**config.mk**
```make
export PLATFORM = sky130hd
export DESIGN_NAME = irq_ctrl
export DESIGN_NICKNAME = d
export VERILOG_FILES = /design/src/rtl/irq_ctrl.sv
export SDC_FILE = /design/constraint.sdc
export NUM_CORES = 1
export LEC_CHECK = 0
export ABC_AREA = 1
export ABC_CLOCK_PERIOD_IN_PS = 1900
export BUFFER_PORTS_ARGS = -buffer_cell sky130_fd_sc_hd__buf_2
export CAP_MARGIN = 20
export CORE_UTILIZATION = 52
export DETAILED_ROUTE_END_ITERATION = 6
export PLACE_DENSITY_LB_ADDON = 0.08
export SLEW_MARGIN = 40
export SYNTH_ARGS = -nofsm -noshare
export SYNTH_HDL_FRONTEND = slang
export SYNTH_SLANG_ARGS = --single-unit
```
**constraint.sdc**
```tcl
create_clock -name clk -period 1.9 [get_ports clk]
set_clock_uncertainty 0.05 [all_clocks]
set_input_delay 0 -clock clk [delete_from_list [all_inputs] [get_ports clk]]
set_output_delay 0 -clock clk [all_outputs]
set_load 0.005 [all_outputs]
```
**src/rtl/irq_ctrl.sv**
```systemverilog
module irq_ctrl #(
  parameter int NUM_PERIPH = 6,
  parameter int VEC_W = 8
) (
  input  logic                  clk,
  input  logic                  rst_n,
  input  logic                  reg_we,
  input  logic [2:0]            reg_addr,
  input  logic [7:0]            reg_wdata,
  output logic [7:0]            reg_rdata,
  input  logic [1:0]            ext_pin,
  input  logic [NUM_PERIPH-1:0] periph_req,
  output logic                  irq_req,
  output logic [VEC_W-1:0]      irq_vec,
  input  logic                  irq_ack,
  input  logic                  ret_strobe
);
  localparam int NSRC = NUM_PERIPH + 2;
  localparam int SW = $clog2(NSRC);

  logic                  gie_q;
  logic [1:0]            ext_en, ext_flag;
  logic [3:0]            sense;
  logic [NUM_PERIPH-1:0] p_en, p_flag;
  logic [1:0]            s1, s2, s3;
  logic [1:0]            edge_hit, lvl_hit;
  logic [NSRC-1:0]       active, take_mask;
  logic [SW-1:0]         sel;
  logic                  take;

  always_ff @(posedge clk or negedge rst_n)
    if (!rst_n) {s1, s2, s3} <= '0;
    else        {s1, s2, s3} <= {ext_pin, s1, s2};

  for (genvar k = 0; k < 2; k++) begin : g_pin
    wire [1:0] mode = sense[2*k +: 2];
    assign edge_hit[k] = (mode == 2'b10 && !s2[k] && s3[k]) ||
                         (mode == 2'b11 && s2[k] && !s3[k]);
    assign lvl_hit[k]  = (mode == 2'b00) && !s2[k];
  end

  assign active = {p_flag & p_en, (ext_flag | lvl_hit) & ext_en};

  always_comb begin
    sel = '0;
    for (int i = NSRC - 1; i >= 0; i--)
      if (active[i]) sel = SW'(i);
  end

  assign irq_req   = gie_q && (|active);
  assign irq_vec   = VEC_W'(sel) + VEC_W'(1);
  assign take      = irq_ack && irq_req;
  assign take_mask = take ? (NSRC'(1) << sel) : '0;

  wire wr_ctl  = reg_we && reg_addr == 3'd0;
  wire wr_emsk = reg_we && reg_addr == 3'd1;
  wire wr_eflg = reg_we && reg_addr == 3'd2;
  wire wr_sns  = reg_we && reg_addr == 3'd3;
  wire wr_pmsk = reg_we && reg_addr == 3'd4;
  wire wr_pflg = reg_we && reg_addr == 3'd5;

  wire [1:0]            e_w1c = wr_eflg ? reg_wdata[7:6] : 2'b00;
  wire [NUM_PERIPH-1:0] p_w1c = wr_pflg ? reg_wdata[NUM_PERIPH-1:0] : '0;

  always_ff @(posedge clk or negedge rst_n) begin
    if (!rst_n) begin
      gie_q    <= 1'b0;
      ext_en   <= '0;
      ext_flag <= '0;
      sense    <= '0;
      p_en     <= '0;
      p_flag   <= '0;
    end else begin
      if (take)            gie_q <= 1'b0;
      else if (ret_strobe) gie_q <= 1'b1;
      else if (wr_ctl)     gie_q <= reg_wdata[0];
      if (wr_emsk) ext_en <= reg_wdata[7:6];
      if (wr_sns)  sense  <= reg_wdata[3:0];
      if (wr_pmsk) p_en   <= reg_wdata[NUM_PERIPH-1:0];
      ext_flag <= (ext_flag & ~e_w1c & ~take_mask[1:0]) | edge_hit;
      p_flag   <= (p_flag & ~p_w1c & ~take_mask[NSRC-1:2]) | periph_req;
    end
  end

  always_comb begin
    case (reg_addr)
      3'd0:    reg_rdata = {7'b0, gie_q};
      3'd1:    reg_rdata = {ext_en, 6'b0};
      3'd2:    reg_rdata = {ext_flag, 6'b0};
      3'd3:    reg_rdata = {4'b0, sense};
      3'd4:    reg_rdata = 8'(p_en);
      3'd5:    reg_rdata = 8'(p_flag);
      default: reg_rdata = 8'b0;
    endcase
  end
endmodule

```
; ---- Word level (Yosys, flattened, before mapping)
; Cells that the tools add are included.
[op_classes]
eq_ne = 9
order_cmp = 0
bitwise_logic = 13
n_mul = 0
add_sub_neg = 1
mux = 15
reduce_logical = 29
n_shift = 1
div_mod_pow = 0
[op_table]
columns = operator, count
row1 = one-hot mux 8 bit (6 select lines), 1
row2 = 2-to-1 mux 3 bit, 8
row3 = bitwise AND 6 bit, 3
row4 = logical AND 1 bit, 18
row5 = inverter 6 bit, 2
row6 = equality test 2 bit (second input constant), 4
row7 = 2-to-1 mux 8 bit, 1
row8 = OR reduction 8 bit, 1
row9 = left shift 1 x 3 -> 8 bit (first input constant), 1
row10 = bitwise AND 2 bit, 3
row11 = equality test 3 x 2 -> 1 bit (second input constant), 2
row12 = equality test 3 bit (second input constant), 2
row13 = 2-to-1 mux 6 bit, 1
row14 = bitwise OR 6 bit, 1
row15 = adder 3 x 1 -> 4 bit (second input constant), 1
row16 = logical NOT 1 bit, 4
row17 = logical NOT 2 bit, 2
row18 = inverter 2 bit, 2
row19 = bitwise OR 2 bit, 2
row20 = equality test 3 x 1 -> 1 bit (second input constant), 1
row21 = logical NOT 3 bit, 1
row22 = 2-to-1 mux 1 bit, 3
row23 = nonzero test 3 bit, 1
row24 = logical OR 1 bit, 2
row25 = 2-to-1 mux 2 bit, 1
[totals]
romBits = 0
regBits = 27
input_bits = 24
ramBits = 0
output_inout_bits = 17
latch_bits = 0
word_cells = 77
n_memories = 0

; ---- Logic depth before layout (Yosys ltp)
; Gate-level depths: netlist of the first run.
[depth]
word_depth = 14
depth_mapped = 13
ltp_nobuf = 13

; ---- Least setup slack after synthesis of the first run
; OpenSTA, ideal clock, no wires.
[synth_path]
path_kind = reg-to-reg
from = register sense[0]
to = register p_flag[1]
path_stages_with_launch = 13
n_path_buf = 0
setup_slack_ns = 0.353
t_required_ns = 1.727
arrival_ns = 1.373
setup_time_ns = 0.123
period_less_slack_ns = 1.547
cell_sequence = dfrtp_1 > nor2_1 > nand2_1 > nand2_1 > nand2_2 > nand2_4 > nor2_2 > inv_2 > nor2_1 > ha_1 > inv_1 > o21ai_0 > nand2_1
[synth_via]
elab_chain_len = 11
elab_cells_between_ends = 13
cone_classes = 1 x shift / 2 x mux / 5 x bitwise / 5 x reduce/logical
[synth_rtl]
columns = element, line
row1 = "start, declared", 23  ; logic [3:0] sense;
row2 = "start signal, assigned", 78  ; if (wr_sns) sense <= reg_wdata[3:0];
row3 = logical NOT 2 bit (*), 39  ; assign lvl_hit[k] = (mode == 2'b00) && !s2[k];
row4 = logical AND 1 bit (*), 39
row5 = bitwise OR 2 bit (*), 42  ; assign active = {p_flag & p_en, (ext_flag | lvl_hit) & ext_en};
row6 = bitwise AND 2 bit (*), 42
row7 = OR reduction 8 bit, 50  ; assign irq_req = gie_q && (|active);
row8 = logical AND 1 bit, 50
row9 = logical AND 1 bit, 52  ; assign take = irq_ack && irq_req;
row10 = 2-to-1 mux 8 bit (*), 53  ; assign take_mask = take ? (NSRC'(1) << sel) : '0;
row11 = inverter 6 bit (*), 81  ; p_flag <= (p_flag & ~p_w1c & ~take_mask[NSRC-1:2]) | periph_req;
row12 = bitwise AND 6 bit (*), 81
row13 = bitwise OR 6 bit (*), 81
row14 = "end signal, assigned", 81
row15 = "end, declared", 24  ; logic [NUM_PERIPH-1:0] p_en, p_flag;
; Mark *: on every way between the ends. The rest lies on a longest branch, timed or not.
; A chain may end at the register's enable or synchronous reset.

; ---- Worst setup path in the final report of the first run
[layout_path]
from = register p_en[0]
to = output irq_vec[2]
[layout_via]
elab_chain_len = 5
[layout_rtl]
columns = element, line
row1 = "start, declared", 24
row2 = "start signal, assigned", 79  ; if (wr_pmsk) p_en <= reg_wdata[NUM_PERIPH-1:0];
row3 = bitwise AND 6 bit, 42
row4 = 2-to-1 mux 3 bit (3 in a row), 47  ; if (active[i]) sel = SW'(i);
row5 = adder 3 x 1 -> 4 bit, 51  ; assign irq_vec = VEC_W'(sel) + VEC_W'(1);
row6 = "end, declared", 14  ; output logic [VEC_W-1:0] irq_vec,
; Every way passes these cells.

==> impl_metrics.json, run 1 <==
{
  "synth-edff-count": 0,
  "slew_headroom_pct": 60.0,
  "required_ns": 1.85,
  "root_buffer": "clkbuf_4",
  "slowest_delay_ns": 0.43,
  "drtAntennaViolNets": 0,
  "cts_tree": "yes",
  "path_clk_slew_ns": 0.16,
  "routed_wl_mm": 4.03,
  "p_int_mw": 1.13,
  "fin_area_um2": 2190,
  "insertion_delay_ns": 0.34,
  "final_hold_viol_count": 0,
  "start_util_pct": 56.4,
  "cts_inserted_buffers": 3,
  "post_route_cells_drive_above_1_share_pct": 29.9,
  "p_total_mw": 1.90,
  "antenna_found_initial": 0,
  "pre_cts_slack_ns": 0.164,
  "cap_violations": 0,
  "p_seq_share_pct": 39.0,
  "synthDistinctLibCells": 34,
  "p_per_area_nw_per_um2": 867,
  "placedCellCount": 274,
  "cp_slowest_cell": "dfrtp_1",
  "dp_hpwl_mm": 2.70,
  "synthCells": 208,
  "instances_no_fill": 312,
  "area_growth_pct": 36.2,
  "worst_slew_pin_slew_ns": 0.600,
  "path_max_fanout": 4,
  "ys_seq_elements": 27,
  "avgSynthCellArea_um2": 7.74,
  "crit_path_cell_trace": "nand2_1 -> nand2_2 -> a31oi_2 -> nor2_4 -> inv_4 -> nor2_4 -> ha_1 -> buf_2",
  "setup_viol_count_final": 0,
  "yosysTopAreaCell": "dfrtp_1",
  "syn-cell-area_um2": 1610,
  "chipWidth_um": 57.6,
  "coreArea_um2": 2850,
  "dr_total_vias": 1583,
  "yosys_warnings": 0,
  "rsz0062_at_grt": "true",
  "via_per_inst": 5.07,
  "grt_pass1_vias": 1524,
  "drt-pass1-iter-count": 6,
  "gp_congestion": 0.886,
  "critical_path_arrival_ns": 1.83,
  "period_minus_slack_ns": 1.88,
  "ios": 41,
  "p_sw_mw": 0.768,
  "crit_path_start_kind": "flop",
  "avgRoutedWirePerCell_um": 12.9,
  "io_buffer_count": 36,
  "ir_worst_vdd_uv": 531,
  "status": "finished with violations",
  "power.share.clock_pct": 14.5,
  "clock_sinks": 27,
  "p_sw_share_pct": 40.4,
  "synth_area_leaders": "dfrtp_1 (42%), nand2_1 (15%), inv_1 (7.9%), o21ai_0 (6.2%), ha_1 (3.1%)",
  "period_share_pct": 99.1,
  "die-area_um2": 3320,
  "max_clock_freq_mhz": 531,
  "grt_pass1_wl_mm": 6.51,
  "antenna_cells": 0,
  "leakage_nw": 1.18,
  "endpoint_kind": "output pin",
  "final_util_pct": 76.8,
  "ys_seq_area_share_pct": 42.0,
  "synthArstFlopShare_pct": 100,
  "place_area_um2": 1810,
  "clockBufferDepth": 2,
  "setup_slack_ns": 0.0180,
  "finish.net_count": 310,
  "cts-htree-levels": 1,
  "setup-tns-final_ns": 0,
  "min_path_type": "primary input to flop",
  "grt-ovfl-total": 0,
  "die-height_um": 57.6,
  "slew_viol_final": 0,
  "crit_type": "flop to output pin",
  "grt_usage_pct": 25.8,
  "multi_input_area_um2": 807,
  "synth_ff_type": "dfrtp_1",
  "violations": "DRC",
  "crit_path_frequent_cell": "nor2_4",
  "num_rows": 19,
  "synth_top_cell_area_share_pct": 42.0,
  "combPwrFrac_pct": 46.4,
  "seq_area_um2": 676,
  "grt_max_degree": 28,
  "drt-initial-drc-count": 65,
  "fillers": 226,
  "drc": 5,
  "hold-worst-slack_ns": 0.0737
}
## critical path, delay by kind of cell, from the launching register on
family	cells	cell delay, ns
AOI/OAI and AO/OA	1	0.23
and+or+nand+nor	4	0.38
adders and majority gates	1	0.25
DFF	1	0.43
buffers and inverters	2	0.21
## cells in the final DEF (no fill, tap or decap), types with 4 or more instances in the layout
master	synthesis	layout
a21oi_1	7	7
buf_2	0	36
buf_4	4	13
conb_1	1	4
dfrtp_1	27	27
dlygate4sd3_1	0	21
ha_1	4	4
inv_1	34	34
nand2_1	63	57
nand2_2	3	8
nand3_1	5	5
nor2_1	7	5
o21ai_0	20	20
## final timing paths
check                            start    endpoint  slack, ns  cells after the start
max reg2reg                  p_flag[4]   p_flag[5]       0.27                     12
max                            p_en[0]  irq_vec[2]       0.02                      8
max in group asynchronous        rst_n     p_en[5]       1.28                      2
min                        reg_addr[0]       gie_q       0.07                      7
min in group asynchronous        rst_n   ext_en[0]       0.13                      2
min reg2reg                      s1[1]       s2[1]       0.33                      0
## synth_stat cells (all sizes together), types with 2 or more instances
| library cell | n |
|---|---|
| a21oi | 7 |
| buf | 4 |
| dfrtp | 27 |
| ha | 4 |
| inv | 39 |
| mux2 | 2 |
| nand2 | 68 |
| nand3 | 6 |
| nand4 | 2 |
| nor2 | 12 |
| nor3 | 5 |
| o21ai | 22 |
## area by class of cell
class                   count  area share, %
repair buffers             70           22.3
flip-flops and latches     27           30.8
clock inverters             1          0.400
well taps                  31           1.77
clock buffers               3           1.03
multi-input cells         141           36.8
inverters                  39           6.91
## cell families after synthesis
kind of cell / count (synthesis) / synth area share [%]
adders and majority gates: 4 / 3.11
muxes: 2 / 1.40
DFF: 27 / 42.0
and+or+nand+nor: 95 / 29.9
other: 1 / 0.233
AOI/OAI and AO/OA: 36 / 12.2
buffers and inverters: 43 / 11.1
## power by group through the flow
stage	Clock, mW	Combinational, mW	Sequential, mW
2_1_floorplan	0	0.478	0.741
3_3_place_gp	0	0.672	0.760
3_5_place_dp	0	0.674	0.761
4_1_cts	0.285	0.767	0.737
5_1_grt	0.301	0.995	0.752
6_report	0.276	0.882	0.742
## timing repair
| action | in CTS | in global routing |
|---|---|---|
| pin swaps | 0 | 4 |
| hold endpoints to repair | 49 | 1 |
| setup buffers | 7 | 6 |
| hold buffers | 21 | 1 |
| setup endpoints to repair | 2 | 3 |
| gates resized for setup | 0 | 13 |
## metal layers
layer	share of wire, %	track usage [%]	vias up
met2	48	45.0	51
met5	0	0	-
met3	5.0	3.13	8
met4	1.8	7.67	0
met1	45	33.7	736
li1	-	-	788
## sequential cells by signal, indices dropped and copies added, names as in the netlist
| name | cells |
|---|---|
| s3 | 2 |
| sense | 4 |
| s1 | 2 |
| s2 | 2 |
| p_flag | 6 |
| ext_en | 2 |
| gie_q | 1 |
| ext_flag | 2 |
| p_en | 6 |
(Power assumes the default switching activity.)
==> inputs of run 2 (changes only) <==
--- a/config.mk
+++ b/config.mk
@@ -9,8 +9,9 @@
 export ABC_CLOCK_PERIOD_IN_PS = 1900
 export BUFFER_PORTS_ARGS = -buffer_cell sky130_fd_sc_hd__buf_2
 export CAP_MARGIN = 20
-export CORE_UTILIZATION = 52
+export CORE_UTILIZATION = 45
 export DETAILED_ROUTE_END_ITERATION = 6
+export GPL_TIMING_DRIVEN = 0
 export PLACE_DENSITY_LB_ADDON = 0.08
 export SLEW_MARGIN = 40
 export SYNTH_ARGS = -nofsm -noshare
==> run 2 against run 1 <==
Net effect:
- the flow now finishes without violations
- maximum frequency up 3.8%
- register-to-register slack worse by 0.08 ns
- cell area up 3.5%
- sequential share of layout area down 1.1 points
- worst hold slack better by 0.0036 ns
- die area up 15%
- largest power group unchanged
==> impl_metrics.json, run 2 (synthesis gave the netlist of run 1 again) <==
{
  "min_path_type": "primary input to flop",
  "insertion_delay_ns": 0.33,
  "max_clock_freq_mhz": 551,
  "p_int_mw": 1.18,
  "cts-htree-levels": 1,
  "rr_endpoint": "p_flag[1]",
  "crit_type": "flop to output pin",
  "routed_wl_mm": 3.95,
  "dp_hpwl_mm": 2.77,
  "r2r-start": "sense[1]",
  "via_per_inst": 4.64,
  "gp_congestion": 0.825,
  "drt-initial-drc-count": 79,
  "period_share_pct": 95.4,
  "post_route_cells_drive_above_1_share_pct": 32.1,
  "rsz0062_at_grt": "true",
  "path_clk_slew_ns": 0.16,
  "reg2reg_slack_ns": 0.19,
  "path_max_fanout": 4,
  "drt-pass1-iter-count": 4,
  "cts_inserted_buffers": 3,
  "setup_viol_count_final": 0,
  "required_ns": 1.85,
  "leakage_nw": 1.21,
  "avgRoutedWirePerCell_um": 11.9,
  "multi_input_area_um2": 822,
  "grt_pass1_vias": 1352,
  "final_hold_viol_count": 0,
  "final_cell_mix": "nand2_1 (56), buf_2 (36), inv_1 (34)",
  "grt-ovfl-total": 0,
  "fillers": 285,
  "clock_sinks": 27,
  "ios": 41,
  "final_util_pct": 67.0,
  "grt_max_degree": 28,
  "crit_path_start_kind": "flop",
  "io_buffer_count": 36,
  "seq_area_um2": 676,
  "p_per_area_nw_per_um2": 857,
  "cap_violations": 0,
  "reg_top3": "p_en (6), p_flag (6), sense (4)",
  "slew_viol_final": 0,
  "ir_worst_vdd_uv": 554,
  "dr_total_vias": 1546,
  "drtAntennaViolNets": 0,
  "endpoint_kind": "output pin",
  "status": "complete, no violations",
  "cts_tree": "yes",
  "coreArea_um2": 3390,
  "final_common_cell": "nand2_1",
  "worst_slew_pin_slew_ns": 0.614,
  "power.share.clock_pct": 13.5,
  "combPwrFrac_pct": 48.1,
  "p_sw_share_pct": 39.3,
  "p_total_mw": 1.95,
  "crit_path_end": "irq_vec[1]",
  "p_sw_mw": 0.766,
  "die-area_um2": 3820,
  "antenna_cells": 0,
  "chipWidth_um": 61.8,
  "grt_usage_pct": 21.2,
  "root_buffer": "clkbuf_4",
  "critical_path_arrival_ns": 1.76,
  "area_growth_pct": 41.1,
  "slew_headroom_pct": 59.1,
  "grt_pass1_wl_mm": 5.90,
  "antenna_found_initial": 0,
  "p_seq_share_pct": 38.3,
  "die-height_um": 61.8,
  "reg2reg_depth": 13,
  "clockBufferDepth": 2,
  "finish.net_count": 316,
  "period_minus_slack_ns": 1.81,
  "num_rows": 21,
  "drc": 0,
  "start_util_pct": 47.5,
  "crit_path_start": "p_en[4]"
}
==> run 2: metal layers <==
| layer | track usage [%] | share of wire, % | vias up | routed length, µm |
|---|---|---|---|---|
| li1 | - | - | 802 | - |
| met1 | 28.9 | 48 | 697 | 1900 |
| met2 | 35.0 | 47 | 41 | 1850 |
| met3 | 2.28 | 3.8 | 6 | 149 |
| met4 | 7.62 | 1.4 | 0 | 57 |
| met5 | 0 | 0 | - | 0 |
==> run 2: area by class of cell <==
type	count	area share (%)
clock inverters	1	0.331
clock buffers	3	0.992
multi-input cells	141	36.2
plain buffers	4	1.32
repair buffers	72	22.2
well taps	46	2.54
inverters	39	6.67
flip-flops and latches	27	29.8
==> run 2: repair_timing <==
action | 4_1_cts | 5_1_grt
hold endpoints to repair | 49 | 0
buffers inserted | 3 | 12
hold buffers | 22 | 0
pin swaps | 0 | 9
endpoints found under the setup margin | 2 | 6
gates resized for setup | 0 | 15
==> run 2: worst max-delay path, stage by stage (launching register included) <==
cell,delay (ns)
dfrtp_1,0.41
nand2_2,0.06
nand3_1,0.07
nand2_1,0.05
nand2_1,0.06
nand2_1,0.06
nand2_2,0.08
nand2_2,0.06
nand2_2,0.10
inv_1,0.05
ha_1,0.28
inv_1,0.05
buf_2,0.10
==> run 2: per-stage QoR <==
| stage | instances | setup WS [ns] | cell area, µm² | setup TNS [ns] | hold WS (ns) |
|---|---|---|---|---|---|
| CTS | 322 | -0.0325 | 2130 | -0.0575 | 0.0732 |
| finish | 333 | 0.0865 | 2270 | 0 | 0.0773 |
| detailed placement | 293 | 0.118 | 1860 | 0 | 0.00225 |
| global placement | 293 | 0.149 | 1860 | 0 | 0.00273 |
| floorplan | 211 | 0.353 | 1620 | 0 | -0.346 |
| global route | 333 | -0.0730 | 2270 | -0.0738 | 0.0967 |
==> run 2: how the worst min path moves through the flow <==
stage          startpoint         to  slack (ns)  cells after the start
2_1_floorplan       rst_n  ext_en[0]       -0.35                      0
3_3_place_gp        rst_n  ext_en[0]       0.003                      1
3_5_place_dp        rst_n  ext_en[0]       0.002                      1
4_1_cts            reg_we    p_en[2]        0.07                      3
5_1_grt            reg_we    p_en[3]         0.1                      3
6_report           reg_we    p_en[1]        0.08                      3
==> run 2: power groups by stage <==
| stage | clock network, mW | registers [mW] | logic [mW] |
|---|---|---|---|
| detailed placement | 0 | 0.762 | 0.677 |
| global placement | 0 | 0.759 | 0.671 |
| finish | 0.263 | 0.746 | 0.937 |
| floorplan | 0 | 0.741 | 0.478 |
| CTS | 0.275 | 0.742 | 0.756 |
| global route | 0.285 | 0.756 | 1.06 |
==> inputs of run 3 (changes only) <==
--- a/config.mk
+++ b/config.mk
@@ -9,7 +9,8 @@
 export ABC_CLOCK_PERIOD_IN_PS = 1900
 export BUFFER_PORTS_ARGS = -buffer_cell sky130_fd_sc_hd__buf_2
 export CAP_MARGIN = 20
-export CORE_UTILIZATION = 45
+export CORE_ASPECT_RATIO = 0.9
+export CORE_UTILIZATION = 52
 export DETAILED_ROUTE_END_ITERATION = 6
 export GPL_TIMING_DRIVEN = 0
 export PLACE_DENSITY_LB_ADDON = 0.08
==> constraint.sdc (replaced) <==
create_clock -name clk -period 1.9 [get_ports clk]
set_clock_uncertainty 0.05 [all_clocks]
set_input_delay 0.095 -clock clk [delete_from_list [all_inputs] [get_ports clk]]
set_output_delay 0.095 -clock clk [all_outputs]
set_load 0.005 [all_outputs]
==> run 3 against run 2 <==
Net effect:
- the run now ends with setup timing left
- sequential power is essentially flat
- clock power shrank 2%
- largest cell class unchanged
- non-clock buffer count up 1
- largest power group unchanged
- highest routed layer unchanged
- total power up 0.59%
- cell area is 0.66% lower
==> impl_metrics.json, run 3 (synthesis gave the netlist of run 1 again) <==
{
  "slew_headroom_pct": 59.3,
  "top_usage_layer": "met2",
  "cap_violations": 0,
  "antenna_found_initial": 0,
  "final_cell_mix": "nand2_1 (57), buf_2 (36), inv_1 (34)",
  "final_util_pct": 79.5,
  "leakage_nw": 1.21,
  "place_area_um2": 1850,
  "grt_usage_pct": 25.1,
  "crit_path_start_kind": "flop",
  "use_met3_pct": 5.20,
  "path_clk_slew_ns": 0.15,
  "io_buffer_count": 36,
  "area_growth_pct": 40.1,
  "rsz0062_at_grt": "true",
  "via_per_inst": 4.88,
  "period_minus_slack_ns": 1.92,
  "slew_viol_final": 0,
  "final_common_cell": "nand2_1",
  "p_per_area_nw_per_um2": 868,
  "die-area_um2": 3320,
  "setup_slack_ns": -0.0213,
  "clock_sinks": 27,
  "required_ns": 1.75,
  "die-height_um": 54.8,
  "period_share_pct": 101,
  "drt-pass1-iter-count": 4,
  "met2_usage_pct": 40.8,
  "post_route_cells_drive_above_1_share_pct": 33.0,
  "reg_top3": "p_en (6), p_flag (6), sense (4)",
  "multi_input_area_um2": 815,
  "antenna_cells": 0,
  "violations": "setup timing",
  "routed_wl_mm": 4.00,
  "drt-initial-drc-count": 95,
  "gp_congestion": 0.862,
  "min_path_type": "primary input to flop",
  "seq_area_um2": 676,
  "dr_total_vias": 1601,
  "num_rows": 18,
  "fin_area_um2": 2250,
  "endpoint_kind": "output pin",
  "drtAntennaViolNets": 0,
  "start_util_pct": 56.7,
  "setup_viol_count_final": 1,
  "root_buffer": "clkbuf_4",
  "final_hold_viol_count": 0,
  "ir_worst_vdd_uv": 622,
  "insertion_delay_ns": 0.33,
  "grt-ovfl-total": 0,
  "avgRoutedWirePerCell_um": 12.2,
  "path_max_fanout": 3,
  "critical_path_arrival_ns": 1.78,
  "use_met1_pct": 34.8,
  "grt_pass1_wl_mm": 5.90,
  "drc": 0,
  "worst_slew_pin_slew_ns": 0.610,
  "dp_hpwl_mm": 2.69,
  "cts_inserted_buffers": 3,
  "grt_max_degree": 28,
  "hold-worst-slack_ns": 0.0867,
  "cts_tree": "yes",
  "coreArea_um2": 2840,
  "setup-tns-final_ns": -0.0213,
  "clockBufferDepth": 2,
  "finish.net_count": 317,
  "grt_pass1_vias": 1326,
  "ios": 41,
  "status": "finished with violations",
  "cts-htree-levels": 1,
  "crit_type": "flop to output pin",
  "max_clock_freq_mhz": 520,
  "chipWidth_um": 60.6,
  "fillers": 209
}
## run 3: power by group
part	switching, mW	internal [mW]	leakage (nW)
clock	0.179	0.0807	0.0139
sequential	0.0761	0.669	0.308
combinational	0.512	0.441	0.884
total	0.767	1.19	1.21
## run 3: cell type report
cell class                 instances  area share (%)
sequential                        27            30.0
buffer                             4            1.33
timing repair buffer              73            22.3
clock buffer                       3           0.999
multi-input combinational        141            36.1
tap                               40            2.22
inverter                          39            6.71
clock inverter                     1           0.333
## run 3: through the flow
step / setup WS [ns] / cells / total power [mW]
floorplan: 0.353 / 211 / 1.22
global placement: 0.181 / 287 / 1.42
detailed placement: 0.180 / 287 / 1.44
CTS: -0.0108 / 319 / 1.82
global route: -0.137 / 328 / 2.12
finish: -0.0213 / 328 / 1.96
## run 3: timing repair
item | 4_1_cts | 5_1_grt
gates resized for setup | 7 | 6
gates cloned | 0 | 0
endpoints found under the hold margin | 45 | 0
hold buffers | 18 | 0
endpoints found under the setup margin | 2 | 3
setup buffers | 10 | 9
pin swaps | 3 | 9
## run 3: final timing paths
kind                           from          end  slack (ns)  depth (start not counted)
min reg2reg                   s1[1]        s2[1]        0.32                          0
min                          reg_we    ext_en[1]        0.09                          3
max                         p_en[3]   irq_vec[1]       -0.02                         11
max in group asynchronous     rst_n  ext_flag[1]        1.18                          2
min in group asynchronous     rst_n        s3[1]        0.23                          2
max reg2reg                sense[0]    p_flag[1]        0.15                         11
## run 3: per-layer routing
layer	part of all wire, %	vias to the layer above
met3	4.9	6
met2	48	52
met4	0.92	0
met1	46	732
li1	-	811
met5	0	-
## run 3: critical path, stage by stage (launching register included)
cell and delay [ns]:
dfrtp_1 0.45, nand2_2 0.11, nand2_1 0.06, nand2_1 0.06
nand2_1 0.07, nand2_2 0.08, nand2_1 0.07, nand2_2 0.08
inv_1 0.04, ha_1 0.28, inv_1 0.05, buf_2 0.10
